### config.mk
export PLATFORM = sky130hd
export DESIGN_NAME = watchdog_timer
export DESIGN_NICKNAME = d
export VERILOG_FILES = /design/src/rtl/wdt_pkg.sv /design/src/rtl/wdt_regs.sv /design/src/rtl/wdt_prescaler.sv /design/src/rtl/wdt_countdown.sv /design/src/rtl/watchdog_timer.sv
export SDC_FILE = /design/constraint.sdc
export NUM_CORES = 1
export LEC_CHECK = 0
export BUFFER_PORTS_ARGS = -buffer_cell sky130_fd_sc_hd__buf_2
export CAP_MARGIN = 0
export CORE_ASPECT_RATIO = 1.5
export CORE_MARGIN = 3
export CORE_UTILIZATION = 67
export CTS_BUF_LIST = sky130_fd_sc_hd__clkbuf_2 sky130_fd_sc_hd__clkbuf_4 sky130_fd_sc_hd__clkbuf_8
export DETAILED_ROUTE_END_ITERATION = 6
export GPL_TIMING_DRIVEN = 0
export PLACE_DENSITY = 0.95
export SLEW_MARGIN = 40
export SYNTH_ARGS = -nofsm -noshare
export SYNTH_HDL_FRONTEND = slang
export SYNTH_SLANG_ARGS = --single-unit
### constraint.sdc
create_clock -name clk -period 3.6 [get_ports clk]
set_clock_uncertainty 0.05 [all_clocks]
set_input_delay 0.54 -clock clk [delete_from_list [all_inputs] [get_ports clk]]
set_output_delay 0.54 -clock clk [all_outputs]
set_load 0.02 [all_outputs]
### src/rtl/wdt_pkg.sv
// Package: shared constants and register selector for the watchdog.
// Assumes an 8-bit data path and two registers decoded by one address bit.
package wdt_pkg;
    localparam int DATA_W   = 8;
    localparam int UNIT_BIT = 7;

    typedef enum logic [0:0] {
        SEL_CTRL    = 1'b0,
        SEL_TIMEOUT = 1'b1
    } wdt_reg_e;
endpackage

### src/rtl/wdt_regs.sv
// Module: host register file for the watchdog.
// Holds the control and timeout bytes and returns them on reads.
// A qualified write to the timeout register emits a one-cycle load strobe.
// Assumes single-cycle writes, qualified by bus_sel and bus_we together.
module wdt_regs
    import wdt_pkg::*;
(
    input  logic              clk,
    input  logic              rst_n,
    input  logic              bus_sel,
    input  logic              bus_we,
    input  logic              bus_addr,
    input  logic [DATA_W-1:0] bus_wdata,
    output logic [DATA_W-1:0] bus_rdata,
    output logic [DATA_W-1:0] ctrl_q,
    output logic              load,
    output logic [DATA_W-1:0] load_val
);
    logic [DATA_W-1:0] tmo_q;
    logic              wr;

    // Purpose: qualify bus writes and produce the load strobe.
    always_comb begin
        wr       = bus_sel && bus_we;
        load     = wr && (wdt_reg_e'(bus_addr) == SEL_TIMEOUT);
        load_val = bus_wdata;
    end

    // Purpose: capture written bytes into the addressed register.
    always_ff @(posedge clk) begin
        if (!rst_n) begin
            ctrl_q <= '0;
            tmo_q  <= '0;
        end else if (wr) begin
            if (wdt_reg_e'(bus_addr) == SEL_CTRL) ctrl_q <= bus_wdata;
            else                                  tmo_q  <= bus_wdata;
        end
    end

    // Purpose: read multiplexer returning the last written value.
    always_comb begin
        bus_rdata = (wdt_reg_e'(bus_addr) == SEL_CTRL) ? ctrl_q : tmo_q;
    end

    assert_readback_R7: assert property (@(posedge clk) disable iff (!rst_n)
        $past(load) |-> tmo_q == $past(bus_wdata));
    assert_unselected_R8: assert property (@(posedge clk) disable iff (!rst_n)
        !$past(bus_sel) |-> ($stable(tmo_q) && $stable(ctrl_q)));
endmodule

### src/rtl/wdt_prescaler.sv
// Module: time-base prescaler.
// Produces a one-cycle tick every CLK_HZ clocks (one second). It also produces
// a one-cycle tick on every SEC_PER_MIN-th second tick (one minute).
// Assumes CLK_HZ >= 1 and SEC_PER_MIN >= 2. It counts only while run is high,
// and clr restarts both stages from zero.
module wdt_prescaler #(
    parameter int CLK_HZ      = 50_000_000,
    parameter int SEC_PER_MIN = 60
) (
    input  logic clk,
    input  logic rst_n,
    input  logic run,
    input  logic clr,
    output logic sec_tick,
    output logic min_tick
);
    localparam int SEC_W = $clog2(CLK_HZ + 1);
    localparam int MIN_W = $clog2(SEC_PER_MIN);
    localparam logic [SEC_W-1:0] SEC_LAST = SEC_W'(CLK_HZ - 1);
    localparam logic [MIN_W-1:0] MIN_LAST = MIN_W'(SEC_PER_MIN - 1);

    logic [SEC_W-1:0] sec_cnt;
    logic [MIN_W-1:0] min_cnt;

    // Purpose: decode the terminal counts into ticks.
    always_comb begin
        sec_tick = run && (sec_cnt == SEC_LAST);
        min_tick = sec_tick && (min_cnt == MIN_LAST);
    end

    // Purpose: clock-to-second divider.
    always_ff @(posedge clk) begin
        if (!rst_n || !run || clr) sec_cnt <= '0;
        else if (sec_tick)         sec_cnt <= '0;
        else                       sec_cnt <= sec_cnt + 1'b1;
    end

    // Purpose: second-to-minute divider.
    always_ff @(posedge clk) begin
        if (!rst_n || !run || clr) min_cnt <= '0;
        else if (min_tick)         min_cnt <= '0;
        else if (sec_tick)         min_cnt <= min_cnt + 1'b1;
    end

    assert_clear_restarts_R4: assert property (@(posedge clk) disable iff (!rst_n)
        clr |=> (sec_cnt == '0 && min_cnt == '0));
    assert_idle_no_tick_R3: assert property (@(posedge clk) disable iff (!rst_n)
        !$past(run) |-> (sec_cnt == '0));
endmodule

### src/rtl/wdt_countdown.sv
// Module: timeout counter and reset pulse generator.
// A load with a nonzero value arms the timer, and a load with zero disarms it.
// Each unit tick decrements the count. When the count runs out, the timer
// disarms and drives rst_o for PULSE_CLKS clocks.
// Assumes the unit tick is a one-cycle strobe. A load takes priority over a
// tick in the same cycle.
module wdt_countdown
    import wdt_pkg::*;
#(
    parameter int PULSE_CLKS = 16
) (
    input  logic              clk,
    input  logic              rst_n,
    input  logic              load,
    input  logic [DATA_W-1:0] load_val,
    input  logic              unit_tick,
    output logic              armed,
    output logic              rst_o
);
    localparam int PW = $clog2(PULSE_CLKS + 1);
    localparam logic [DATA_W-1:0] ONE = DATA_W'(1);

    logic [DATA_W-1:0] count;
    logic [PW-1:0]     pulse_cnt;
    logic              expire;

    // Purpose: detect the final unit of an armed countdown.
    always_comb begin
        expire = armed && unit_tick && !load && (count == ONE);
        rst_o  = (pulse_cnt != '0);
    end

    // Purpose: arm, service, disarm and decrement the timeout count.
    always_ff @(posedge clk) begin
        if (!rst_n) begin
            armed <= 1'b0;
            count <= '0;
        end else if (load) begin
            armed <= (load_val != '0);
            count <= load_val;
        end else if (expire) begin
            armed <= 1'b0;
            count <= '0;
        end else if (armed && unit_tick) begin
            count <= count - ONE;
        end
    end

    // Purpose: stretch an expiry into a fixed-length reset pulse.
    always_ff @(posedge clk) begin
        if (!rst_n)               pulse_cnt <= '0;
        else if (expire)          pulse_cnt <= PW'(PULSE_CLKS);
        else if (pulse_cnt != '0) pulse_cnt <= pulse_cnt - 1'b1;
    end

    assert_armed_nonzero_R2: assert property (@(posedge clk) disable iff (!rst_n)
        armed |-> (count != '0));
    assert_pulse_from_armed_R2: assert property (@(posedge clk) disable iff (!rst_n)
        $rose(rst_o) |-> $past(armed));
    assert_disarm_on_expiry_R6: assert property (@(posedge clk) disable iff (!rst_n)
        $rose(rst_o) |-> !armed);
    assert_zero_disarms_R3: assert property (@(posedge clk) disable iff (!rst_n)
        (load && load_val == '0) |=> !armed);
endmodule

### src/rtl/watchdog_timer.sv
// Module: top of the software-serviced watchdog timer.
// It connects the register file, the prescaler and the countdown. Control
// bit 7 selects seconds (1) or minutes (0) as the countdown unit.
// Assumes clk runs at CLK_HZ and rst_n is synchronous.
module watchdog_timer #(
    parameter int CLK_HZ      = 50_000_000,
    parameter int SEC_PER_MIN = 60,
    parameter int PULSE_CLKS  = 16
) (
    input  logic       clk,
    input  logic       rst_n,
    input  logic       bus_sel,
    input  logic       bus_we,
    input  logic       bus_addr,
    input  logic [7:0] bus_wdata,
    output logic [7:0] bus_rdata,
    output logic       wdt_rst_o
);
    import wdt_pkg::*;

    logic [DATA_W-1:0] ctrl_q;
    logic [DATA_W-1:0] load_val;
    logic              load;
    logic              armed;
    logic              sec_tick;
    logic              min_tick;
    logic              unit_tick;

    wdt_regs u_regs (
        .clk       (clk),
        .rst_n     (rst_n),
        .bus_sel   (bus_sel),
        .bus_we    (bus_we),
        .bus_addr  (bus_addr),
        .bus_wdata (bus_wdata),
        .bus_rdata (bus_rdata),
        .ctrl_q    (ctrl_q),
        .load      (load),
        .load_val  (load_val)
    );

    wdt_prescaler #(
        .CLK_HZ      (CLK_HZ),
        .SEC_PER_MIN (SEC_PER_MIN)
    ) u_presc (
        .clk      (clk),
        .rst_n    (rst_n),
        .run      (armed),
        .clr      (load),
        .sec_tick (sec_tick),
        .min_tick (min_tick)
    );

    // Purpose: pick the countdown unit from the control register.
    always_comb begin
        unit_tick = ctrl_q[UNIT_BIT] ? sec_tick : min_tick;
    end

    wdt_countdown #(
        .PULSE_CLKS (PULSE_CLKS)
    ) u_count (
        .clk       (clk),
        .rst_n     (rst_n),
        .load      (load),
        .load_val  (load_val),
        .unit_tick (unit_tick),
        .armed     (armed),
        .rst_o     (wdt_rst_o)
    );
endmodule

* Yosys cells after proc, flatten, opt, wreduce, memory -nomap -nowiden
Index checks and enable logic that the tools add are counted.
Widths: inputs -> output; s select.
** Word-level totals
- Bits in registers :: 62
- Latch bits :: 0
- Memory bits (writable) :: 0
- Bits in read-only memories :: 0
- Bits of input ports :: 13
- Output and inout bits :: 9
- Memories :: 0
** Operators by class
- $add $sub $neg :: 4
- Multipliers :: 0
- Div/mod/pow operators :: 0
- Magnitude comparators :: 0
- Equal/unequal tests :: 3
- Shift-type cells :: 0
- Muxes and demuxes :: 9
- Bitwise operators :: 2
- Reduce and logical (&&, ||, !) cells :: 22
** Operators with widths (number)
- $mux 8 :: 4
- $add 26x1->26 const B :: 1
- $eq 26x26->1 const B :: 1
- $mux 5 :: 2
- $eq 8x1->1 const B :: 1
- $reduce_bool 8->1 :: 1
- $sub 8x1->8 const B :: 1
- $logic_and 1x1->1 :: 7
- $add 6x1->6 const B :: 1
- $eq 6x6->1 const B :: 1
- $reduce_or 2->1 :: 3
- $reduce_bool 5->1 :: 1
- $sub 5x1->5 const B :: 1
- $reduce_and 2->1 :: 2
- $reduce_bool 2->1 :: 2
- $logic_not 1->1 :: 3
- $mux 1 :: 3
- $reduce_bool 3->1 :: 1
- $logic_or 1x1->1 :: 2
- $not 1->1 :: 2

* Logic depth before layout (Yosys ltp)
Gate-level depths: netlist (run 1).
- Depth after elaboration :: 9
- Depth in mapped cells :: 9
- Gate-level depth less buffers :: 6

* By module
Synthesis (run 1) repeated with hierarchy kept, for this count alone.
** Second synthesis, totals
- Cells, all modules :: 333
- Area, all modules :: 3084.2 um^2
** Modules (own cells, without submodules)
- wdt_prescaler :: times used 1, cells each 160, area each 1488.9 um^2, seq. area each 640.6 um^2
- wdt_regs :: times used 1, cells each 79, area each 799.5 um^2, seq. area each 320.3 um^2
- wdt_countdown :: times used 1, cells each 93, area each 780.7 um^2, seq. area each 280.3 um^2
- watchdog_timer :: times used 1, cells each 1, area each 15.0 um^2, seq. area each 0.0 um^2

* Worst setup path before layout (run 1)
No wires, ideal clock.
- Path kind :: register to register
- Start :: register u_presc.sec_cnt[0]
- End :: register u_presc.min_cnt[5]
- Arrival :: 1.932 ns
- Data required time :: 3.480 ns
- Setup slack :: 1.548 ns
- Cell stages (with the launch flop) :: 9
- Clock period less this slack :: 2.052 ns
- Path through :: dfxtp_1 > ha_1 > and3_1 > buf_2 > nand4_2 > or2_1 > clkbuf_2 > or4_1 > a21oi_1
** Between the ends
- Word-level cells in the longest chain between the ends :: 4
** RTL lines
- from (decl) :: line wdt_prescaler.sv:22 : logic [SEC_W-1:0] sec_cnt;
- from (signal assigned) :: line wdt_prescaler.sv:35 : else sec_cnt <= sec_cnt + 1'b1;
- $eq 26x26->1 * :: line wdt_prescaler.sv:27 : sec_tick = run && (sec_cnt == SEC_LAST);
- $logic_and 1x1->1 * :: line wdt_prescaler.sv:27
- $logic_and 1x1->1 :: line wdt_prescaler.sv:28 : min_tick = sec_tick && (min_cnt == MIN_LAST);
- $reduce_or 2->1 (no line)
- to (signal assigned) :: line wdt_prescaler.sv:42 : else if (sec_tick) min_cnt <= min_cnt + 1'b1;
- to (decl) :: line wdt_prescaler.sv:23 : logic [MIN_W-1:0] min_cnt;
Mark *: on every way between the ends. The rest lies on a longest branch, timed or not.
A chain may end at the register's enable or synchronous reset.

* Final worst setup path (run 1)
- Start :: register u_presc.sec_cnt[0]
- End :: register u_count.count[3]
** Between the ends
- Word-level cells in the longest chain between the ends :: 9
** RTL lines
- $eq 26x26->1 * :: line wdt_prescaler.sv:27
- $logic_and 1x1->1 * :: line wdt_prescaler.sv:27
- $logic_and 1x1->1 :: line wdt_prescaler.sv:28
- $mux 1 * :: line watchdog_timer.sv:56 : unit_tick = ctrl_q[UNIT_BIT] ? sec_tick : min_tick;
- $logic_and 1x1->1 * :: line wdt_countdown.sv:29, wdt_countdown.sv:44
- $logic_and 1x1->1 (2 in a row) :: line wdt_countdown.sv:29 : expire = armed && unit_tick && !load && (count == ONE);
- $mux 8 :: line wdt_countdown.sv:41 : end else if (expire) begin
- $mux 8 :: line wdt_countdown.sv:38 : end else if (load) begin
- to (signal assigned) :: line wdt_countdown.sv:40 : count <= load_val;
- to (signal assigned) :: line wdt_countdown.sv:45 : count <= count - ONE;
- to (decl) :: line wdt_countdown.sv:23 : logic [DATA_W-1:0] count;
Marked as above.

==> results of run 1 <==
layer usage:
metal  GRT usage  part of all wire  routed length, um  up-vias
met5           0                 0                  0        -
li1            -                 -                  -     1247
met3      0.0398             0.038                253       18
met4       0.170             0.027                182        0
met1       0.268              0.37               2480     1229
met2       0.531              0.56               3720       82
flip-flops by register name, summed over array words and instances (netlist names):
| name | count |
|---|---|
| u_count.pulse_cnt | 5 |
| u_regs.ctrl_q | 8 |
| u_presc.sec_cnt | 26 |
| u_presc.min_cnt | 6 |
| u_regs.tmo_q | 8 |
| u_count.armed | 1 |
| u_count.count | 8 |
cells in the final DEF, fill, tap and decap left out, types with 6 or more instances in the layout:
cell and instances:
a21boi_0 8, a21oi_1 9, and3_1 9, buf_2 25, clkbuf_1 12, clkbuf_8 11, dfxtp_1 62, ha_1 6
inv_1 8, mux2_2 8, mux2i_1 10, nand2_1 33, nand3_1 23, nand4_1 8, nor2_1 41, nor2b_1 8
nor3_1 10, nor4_1 6, xnor2_1 12, xor2_1 19
cell type report:
| cell class | instances | area share |
|---|---|---|
| multi-input cells | 252 | 0.488 |
| flip-flops and latches | 62 | 0.368 |
| clock buffers | 12 | 0.0471 |
| repair buffers | 21 | 0.0311 |
| plain buffers | 17 | 0.0207 |
| clock inverters | 3 | 0.0200 |
| well taps | 46 | 0.0170 |
| inverters | 8 | 0.00889 |
final timing paths:
kind | endpoint | slack (ns) | cells past startpoint
max | u_count.count[3] | 1.20 | 7
min | u_regs.tmo_q[0] | 0.42 | 2
max reg2reg | u_count.count[3] | 1.20 | 7
min reg2reg | u_regs.tmo_q[0] | 0.42 | 2
power by group through the flow:
stage	combinational (uW)	sequential (uW)	clock [uW]
2_1_floorplan	199	762	0
5_1_grt	292	763	725
6_report	261	758	697
3_5_place_dp	255	769	0
4_1_cts	258	754	698
3_3_place_gp	245	767	0
worst reg2reg max path, stage by stage, from the launching register on:
cell and delay (ns):
dfxtp_1 0.38, ha_1 0.20, and3_1 0.16, buf_2 0.17, nand4_2 0.22, nor3_1 0.70, o21ai_1 0.15, a32o_1 0.29
kinds of logic after synthesis:
| family | Yosys count | synth area share |
|---|---|---|
| AOI/OAI and AO/OA | 35 | 0.0803 |
| and+or+nand+nor | 162 | 0.289 |
| xor gates and xnor gates | 31 | 0.0912 |
| buffers and inverters | 25 | 0.0336 |
| DFF | 62 | 0.417 |
| adders and majority gates | 6 | 0.0252 |
| muxes | 18 | 0.0639 |
stage by stage:
stage / hold slack (ns) / cells / area (um2) / setup slack (ns)
final: 0.418 / 421 / 3380 / 1.20
after global routing: 0.446 / 421 / 3380 / 1.06
after CTS: 0.415 / 421 / 3370 / 1.02
after detailed placement: 0.402 / 406 / 3140 / 1.23
after global placement: 0.396 / 406 / 3140 / 1.21
after floorplan: 0.380 / 339 / 2980 / 1.55
==> impl_metrics.yaml, run 1 <==
sta:
  finalHoldViolCount: 0
  rsz0062_at_grt: "false"
  min_period_ns: 2.40
  fmax_mhz: 417
  worst_pin_slew_ns: 0.770
  slew_headroom: 0.483
  fin_crit_sh: 0.666
  slew_viol_final: 0
  setup_violations: 0
  tns_ns: 0
cells_and_area:
  nets: 390
  antenna_cells: 0
  fin_util: 0.795
  fillCellCount: 272
  drive_gt1_frac: 0.155
  syn_to_final_growth_pct: 13.5
  seqCellArea_um2: 1240
  multiInputGateArea_um2: 1650
floorplan:
  fp.dieW_um: 60.4
  die_h_um: 87.6
  die-area_um2: 5290
  row_count: 29
  start_util: 0.701
  core_um2: 4250
  io_pins: 22
clock_tree:
  cts_tree: "built"
  post_cts_resized: 0
  post_cts_buffers: 0
  cts_max_path_buffers: 2
  cts_buffers: 9
  cts_root_buf: "clkbuf_8"
  worstSkewPairLatency_ns: 0.35
  clk_pin_slew_worst_paths_ns: 0.07
  clkSinkCount: 62
  htreeDepth: 3
  postCtsHoldBufs: 0
setup_path:
  critPathTopFamily: "simple AND/OR/NAND/NOR gates"
  max_stage_delay_ns: 0.69
  critPathMaxFanout: 8
  path_cells: "ha_1, and3_1, buf_2, nand4_2, nor3_1, o21ai_1, a32o_1"
  crit_start: "u_presc.sec_cnt[0]"
  arrival_ns: 2.59
  regToRegStartpoint: "u_presc.sec_cnt[0]"
  cp.required_ns: 3.79
  start_kind: "flip-flop"
  critPathBufInv: 1
  worst_setup_path_end_kind: "flip-flop"
  crit_type: "reg -> reg"
  crit_path_top_delay_cell: "nor3_1"
drt:
  dr.pass1.iters: 6
  drcViolationCount: 0
  vias: 2576
  wirelength_mm: 6.63
  drt_iter0_drc: 125
  antenna_left: 0
  wl_per_cell_um: 15.8
  via_per_inst: 6.12
placement:
  portBuffers: 21
  place_hpwl_mm: 4.58
  gp_congestion: 0.889
yosys:
  ys_warn_count: 0
  yosysMostFrequentCell: "dfxtp_1"
  synth_top_cell_area_share: 0.417
  netlist_instances: 339
  synth_nets: 358
  synth_area_leaders: "dfxtp_1, xor2_1, nor2_1"
  synth.distinct_cells: 46
  synth_edf_count: 0
  yosysTopAreaCell: "dfxtp_1"
  ys.flop_type: "dfxtp_1"
  synth_seq_cells: 62
  synth_area_um2: 2980
  ys_top_cells_by_count: "dfxtp_1, nor2_1, nand2_1"
  syn_avg_cell_area_um2: 8.78
  ys_seq_area_frac: 0.417
  synth-async-reset-ratio: 0
pwr:
  p_int_uw: 1270
  powerDensity_nw_per_um2: 508
  power.leakage_uw: 0.00130
  seqPwrFrac: 0.442
  p_total_uw: 1720
  pwr-share-comb: 0.152
  peakVddDrop_mv: 0.475
  power_switching_uw: 443
  switching_share: 0.258
  pwr-share-clk: 0.406
global_routing:
  grt_first_pass_wirelength_mm: 11.2
  grtUsageTotal: 0.279
  grt.overflow.total: 0
  antenna_found_initial: 0
  first_global_vias: 2623
  grt_max_degree: 11
worst_hold_path:
  hp-start: "u_regs.tmo_q[0]"
  hold_path_class: "reg -> reg"
flow_run:
  max_cap_viol_count: 0
run_status:
  status: "complete, no violations"
No activity file was read; power rests on OpenSTA's default activity.
==> run 2: changes to the inputs <==
Settings changed: ABC_AREA from default to 1, CORE_UTILIZATION 67 to 56, PLACE_DENSITY 0.95 to 0.89.
Clock period 3.6 ns to 2 ns, I/O delays scaled along.
==> run 2 against run 1 <==
Effect of this change:
- final area up 8.3%
- first-iteration DRC count up 110%
- clock power up 62%
- die area up 28%
- register-to-register slack worse by 1.0 ns
- via count up 23%
- highest routed layer unchanged
==> impl_metrics.yaml, run 2 <==
run_status:
  status: "complete, no violations"
drt:
  antenna_left: 0
  drt_iter0_drc: 261
  via_per_inst: 5.49
  drcViolationCount: 0
  wl_per_cell_um: 13.4
  dr.pass1.iters: 5
  wirelength_mm: 7.73
  vias: 3175
yosys:
  synth_nets: 490
  synth_edf_count: 0
  synth_area_um2: 3250
  yosysTopAreaCell: "dfxtp_1"
  synth.distinct_cells: 32
  synth_seq_cells: 62
  ys.flop_type: "dfxtp_1"
  ys_top_cells_by_count: "nand2_1, nor2_1, dfxtp_1"
  syn_avg_cell_area_um2: 6.91
  ys_warn_count: 0
  synth-async-reset-ratio: 0
  yosysMostFrequentCell: "nand2_1"
  ys_seq_area_frac: 0.381
  synth_top_cell_area_share: 0.381
  synth_area_leaders: "dfxtp_1, nand2_1, nor2_1"
  netlist_instances: 471
clock_tree:
  htreeDepth: 3
  cts_root_buf: "clkbuf_8"
  cts_buffers: 9
  cts_max_path_buffers: 2
  worstSkewPairLatency_ns: 0.35
  clkSinkCount: 62
  cts_tree: "built"
  clk_pin_slew_worst_paths_ns: 0.07
  postCtsHoldBufs: 0
sta:
  min_period_ns: 1.84
  worst_pin_slew_ns: 0.497
  rsz0062_at_grt: "false"
  finalHoldViolCount: 0
  slew_viol_final: 0
  fmax_mhz: 543
  fin_crit_sh: 0.920
  tns_ns: 0
  setup_violations: 0
  slew_headroom: 0.669
setup_path:
  critPathMaxFanout: 5
  crit_type: "reg -> reg"
  start_kind: "flip-flop"
  worst_setup_path_end_kind: "flip-flop"
  arrival_ns: 2.08
  cp.required_ns: 2.24
global_routing:
  grtUsageTotal: 0.243
  grt.overflow.total: 0
  grt_first_pass_wirelength_mm: 12.3
  first_global_vias: 2965
  antenna_found_initial: 0
  grt_max_degree: 11
cells_and_area:
  syn_to_final_growth_pct: 12.4
  drive_gt1_frac: 0.144
  fillCellCount: 499
  largest_register_ffs: 26
  multiInputGateArea_um2: 1780
  top_register: "u_presc.sec_cnt"
  final_common_cell: "nand2_1"
  antenna_cells: 0
  nets: 522
  seqCellArea_um2: 1240
  fin_util: 0.661
  final_cell_mix: "nand2_1, nor2_1, dfxtp_1"
  final_cell_area_um2: 3660
floorplan:
  die-area_um2: 6780
  die_h_um: 99.4
  row_count: 33
  io_pins: 22
  fp.dieW_um: 68.2
  core_um2: 5530
  start_util: 0.588
pwr:
  powerDensity_nw_per_um2: 809
  power.leakage_uw: 0.00152
  p_total_uw: 2960
  peakVddDrop_mv: 0.602
flow_run:
  max_cap_viol_count: 0
placement:
  place_hpwl_mm: 5.73
  portBuffers: 21
  gp_congestion: 0.921
  dpl-instance-area_um2: 3450
worst_hold_path:
  hold_path_class: "in -> reg"
-- run 2: cell families (layout without fill, tap and decap cells) --
logic type / after synthesis / in the layout / synth area share
muxes: 1 / 1 / 0.00308
buffers and inverters: 63 / 100 / 0.0750
and+or+nand+nor: 276 / 276 / 0.394
DFF: 62 / 62 / 0.381
AOI/OAI and AO/OA: 43 / 43 / 0.0700
xor gates and xnor gates: 20 / 20 / 0.0538
adders and majority gates: 6 / 6 / 0.0231
-- run 2: metal layers --
| layer | global-route usage | vias to the layer above | wire length, um |
|---|---|---|---|
| met3 | 0.0497 | 38 | 407 |
| met2 | 0.449 | 118 | 4170 |
| met1 | 0.226 | 1440 | 2810 |
| met5 | 0 | - | 0 |
| met4 | 0.159 | 0 | 335 |
| li1 | - | 1579 | - |
-- run 2: timing repair --
| action | CTS | global route |
|---|---|---|
| gates resized for setup | 0 | 2 |
| setup buffers | 0 | 0 |
| endpoints found under the setup margin | 0 | 22 |
-- run 2: layout make-up --
class,count,share of cell area
tap,70,0.0239
multi-input combinational,346,0.485
inverter,55,0.0564
clock inverter,4,0.0123
sequential,62,0.340
timing repair buffer,21,0.0287
buffer,8,0.0103
clock buffer,12,0.0434
-- run 2: critical path, cell delays in order (launching register included) --
cell     delay [ns]
dfxtp_1        0.37
ha_1           0.21
nand3_2        0.15
nor2_1         0.14
nand3_1        0.13
nor2_4         0.19
nand4_1        0.25
nor2_1         0.16
nor2_1         0.05
nor2_1         0.07
-- run 2: worst paths after layout --
check / to / start / depth (start not counted) / slack, ns
worst max-delay path: u_count.count[7] / u_presc.sec_cnt[1] / 9 / 0.16
worst min-delay path: u_regs.ctrl_q[0] / bus_wdata[0] / 3 / 0.17
worst max register to register: u_count.count[7] / u_presc.sec_cnt[1] / 9 / 0.16
worst min register to register: u_presc.sec_cnt[0] / u_presc.sec_cnt[0] / 1 / 0.41
-- run 2: power breakdown --
| part | switching (uW) | internal (uW) |
|---|---|---|
| logic | 282 | 203 |
| registers | 45.3 | 1310 |
| clock network | 475 | 650 |
| total | 803 | 2160 |
-- run 2: per-stage QoR --
| step | instances | hold slack, ns | setup WS, ns |
|---|---|---|---|
| CTS | 578 | 0.160 | 0.0699 |
| floorplan | 471 | 0.385 | 0.416 |
| detailed placement | 562 | 0.409 | 0.0864 |
| global placement | 562 | 0.408 | 0.0961 |
| global route | 578 | 0.168 | 0.00122 |
| finish | 578 | 0.168 | 0.159 |
==> run 3: changes to the inputs <==
Settings changed: CORE_UTILIZATION 56 to 57, SYNTH_HIERARCHICAL from default to 1.
==> run 3 against run 2 <==
Effect of this change:
- the flow now finishes with violations (setup timing)
- maximum frequency fell by 9.1%
- die area increased by 9.0%
- power rose by 6.6%
- via count rose by 22%
==> impl_metrics.yaml, run 3 <==
run_status:
  status: "finished with violations"
  failed_checks: "setup timing"
cells_and_area:
  largest_register_ffs: 26
  fin_util: 0.739
  final_cell_area_um2: 4560
  nets: 614
  drive_gt1_frac: 0.288
  fillCellCount: 412
  top_register: "u_presc/sec_cnt"
  antenna_cells: 0
  final_cell_mix: "nand2_1, nor2_1, inv_1"
  final_common_cell: "nand2_1"
  final_cells: 675
  syn_to_final_growth_pct: 25.5
sta:
  fin_hold_ws_ns: 0.158
  slew_headroom: 0.540
  fin_crit_sh: 1.01
  slew_viol_final: 0
  rsz0062_at_grt: "true"
  fmax_mhz: 494
  worst_pin_slew_ns: 0.684
  setup_violations: 4
  setup_ws_ns: -0.0239
  finalHoldViolCount: 0
  min_period_ns: 2.02
placement:
  gp_congestion: 0.998
  portBuffers: 20
  dpl.cell_count: 630
  dpl-instance-area_um2: 3830
  place_hpwl_mm: 6.35
setup_path:
  critical_path_depth: 15
  max_stage_delay_ns: 0.39
  crit_type: "reg -> reg"
  start_kind: "flip-flop"
  rr_endpoint: "u_count/count[6]"
  r2r_setup_slack_ns: -0.02
  crit_path_top_delay_cell: "dfxtp_4"
  critPathTopFamily: "simple AND/OR/NAND/NOR gates"
  worst_setup_path_end_kind: "flip-flop"
  cp.required_ns: 2.19
  critPathMaxFanout: 4
  reg2reg_depth: 15
  regToRegStartpoint: "u_presc/sec_cnt[5]"
  path_cells: "nand2_8, nor2_4, nand2_2, nor2_2, nand3_2, nor2_2, nand2_1, nand2_2, nand3_4, nor2_4, nand2_2, nand3_2, nor2_2, nor2_1, nor2_1"
  arrival_ns: 2.22
  critPathBufInv: 0
global_routing:
  grt_max_degree: 13
  grt.overflow.total: 0
  antenna_found_initial: 0
  first_global_vias: 3629
  grtUsageTotal: 0.265
  grt_first_pass_wirelength_mm: 15.6
floorplan:
  start_util: 0.589
  row_count: 35
  die_h_um: 104
  io_pins: 22
  core_um2: 6170
  fp.dieW_um: 71.2
  die-area_um2: 7390
worst_hold_path:
  hold_end: "u_regs/ctrl_q[6]"
  hold_depth: 3
  hp-start: "bus_wdata[6]"
  hold_path_class: "in -> reg"
pwr:
  power.leakage_uw: 0.00194
  p_total_uw: 3160
  seqPwrFrac: 0.417
  p_int_uw: 2290
  peakVddDrop_mv: 0.523
  switching_share: 0.273
  powerDensity_nw_per_um2: 692
  power_switching_uw: 863
  pwr-share-comb: 0.147
  pwr-share-clk: 0.436
yosys:
  yosysMostFrequentCell: "nand2_1"
  ys_warn_count: 6
  ys_seq_area_frac: 0.341
  synth_area_um2: 3640
  netlist_instances: 536
  synth_seq_cells: 62
  yosysTopAreaCell: "dfxtp_1"
  ys_top_cells_by_count: "nand2_1, nor2_1, inv_1"
  synth.distinct_cells: 39
  synth_edf_count: 0
  ys.flop_type: "dfxtp_1"
  synth-async-reset-ratio: 0
  synth_top_cell_area_share: 0.341
  syn_avg_cell_area_um2: 6.78
  synth_area_leaders: "dfxtp_1, nand2_1, nor2_1"
  synth_nets: 554
drt:
  via_per_inst: 5.76
  antenna_left: 0
  wl_per_cell_um: 16.2
  dr.pass1.iters: 6
  vias: 3889
  drcViolationCount: 0
  wirelength_mm: 10.9
  drt_iter0_drc: 350
clock_tree:
  clk_pin_slew_worst_paths_ns: 0.08
  cts_max_path_buffers: 2
  worstSkewPairLatency_ns: 0.35
  cts_root_buf: "clkbuf_8"
  clkSinkCount: 62
  postCtsHoldBufs: 0
  cts_tree: "built"
  htreeDepth: 3
  cts_buffers: 9
flow_run:
  max_cap_viol_count: 0
run 3: cell types whose count changed after synthesis, sizes merged, moves of 3 or more:
cell,previous run,this run
clkbuf,6,2
xnor2,8,4
buf,2,15
o22ai,0,4
nor2,80,112
a21oi,26,23
nor4,8,0
or2,5,2
o21ai,13,17
nor3b,6,2
nand4,12,15
nand2,123,139
inv,54,75
run 3: worst max-delay path by stage:
stage,start,slack (ns),endpoint
detailed placement,u_presc/sec_cnt[0],-0.24,u_count/count[2]
global placement,u_presc/sec_cnt[0],-0.15,u_count/count[7]
CTS,u_presc/sec_cnt[8],0.007,u_count/count[5]
global route,u_presc/sec_cnt[9],-0.22,u_count/count[6]
floorplan,u_presc/sec_cnt[0],0.09,u_count/count[6]
finish,u_presc/sec_cnt[5],-0.02,u_count/count[6]
run 3: metrics by stage:
step	setup TNS (ns)	worst slack (ns)
6_report	-0.0582	-0.0239
3_3_place_gp	-1.06	-0.152
2_1_floorplan	0	0.0873
5_1_grt	-2.38	-0.218
4_1_cts	0	0.00706
3_5_place_dp	-2.11	-0.242
run 3: worst register-to-register path: stages (launching register included):
cell and delay [ns]:
dfxtp_4 0.39, nand2_8 0.08, nor2_4 0.16, nand2_2 0.08, nor2_2 0.16, nand3_2 0.10, nor2_2 0.12, nand2_1 0.08
nand2_2 0.11, nand3_4 0.10, nor2_4 0.16, nand2_2 0.08, nand3_2 0.07, nor2_2 0.04, nor2_1 0.10, nor2_1 0.04
run 3: area by class of cell:
| type | instances | area [um2] | area share |
|---|---|---|---|
| Buffer | 17 | 153 | 0.0335 |
| Clock buffer | 9 | 124 | 0.0271 |
| Clock inverter | 7 | 121 | 0.0266 |
| Inverter | 76 | 300 | 0.0658 |
| Multi-Input combinational cell | 382 | 2140 | 0.469 |
| Sequential cell | 62 | 1280 | 0.280 |
| Tap cell | 74 | 92.6 | 0.0203 |
| Timing Repair Buffer | 48 | 353 | 0.0773 |
run 3: power by group through the flow:
| stage | clock [uW] | sequential [uW] | combinational [uW] |
|---|---|---|---|
| after global placement | 0 | 1350 | 413 |
| after detailed placement | 0 | 1350 | 431 |
| after CTS | 1380 | 1320 | 443 |
| final | 1370 | 1320 | 465 |
| after global routing | 1450 | 1320 | 522 |
| after floorplan | 0 | 1340 | 332 |
run 3: cell families after synthesis:
kind of cell,count (synthesis),synth area share
buffers and inverters,93,0.121
AND/OR/NAND/NOR,314,0.408
XOR/XNOR,15,0.0361
AO/OA/AOI/OAI,47,0.0757
flip-flops,62,0.341
adder cells (fa/ha/maj),5,0.0172
run 3: metal layers:
metal	track usage	routed length, um
met1	0.248	3640
met2	0.486	5660
met3	0.0680	796
met4	0.172	841
met5	0	0
run 3: what timing repair did:
item | in CTS | in global routing
setup buffers | 16 | 11
gates cloned | 0 | 3
setup endpoints to repair | 13 | 41
pin swaps | 13 | 18
gates resized for setup | 27 | 45
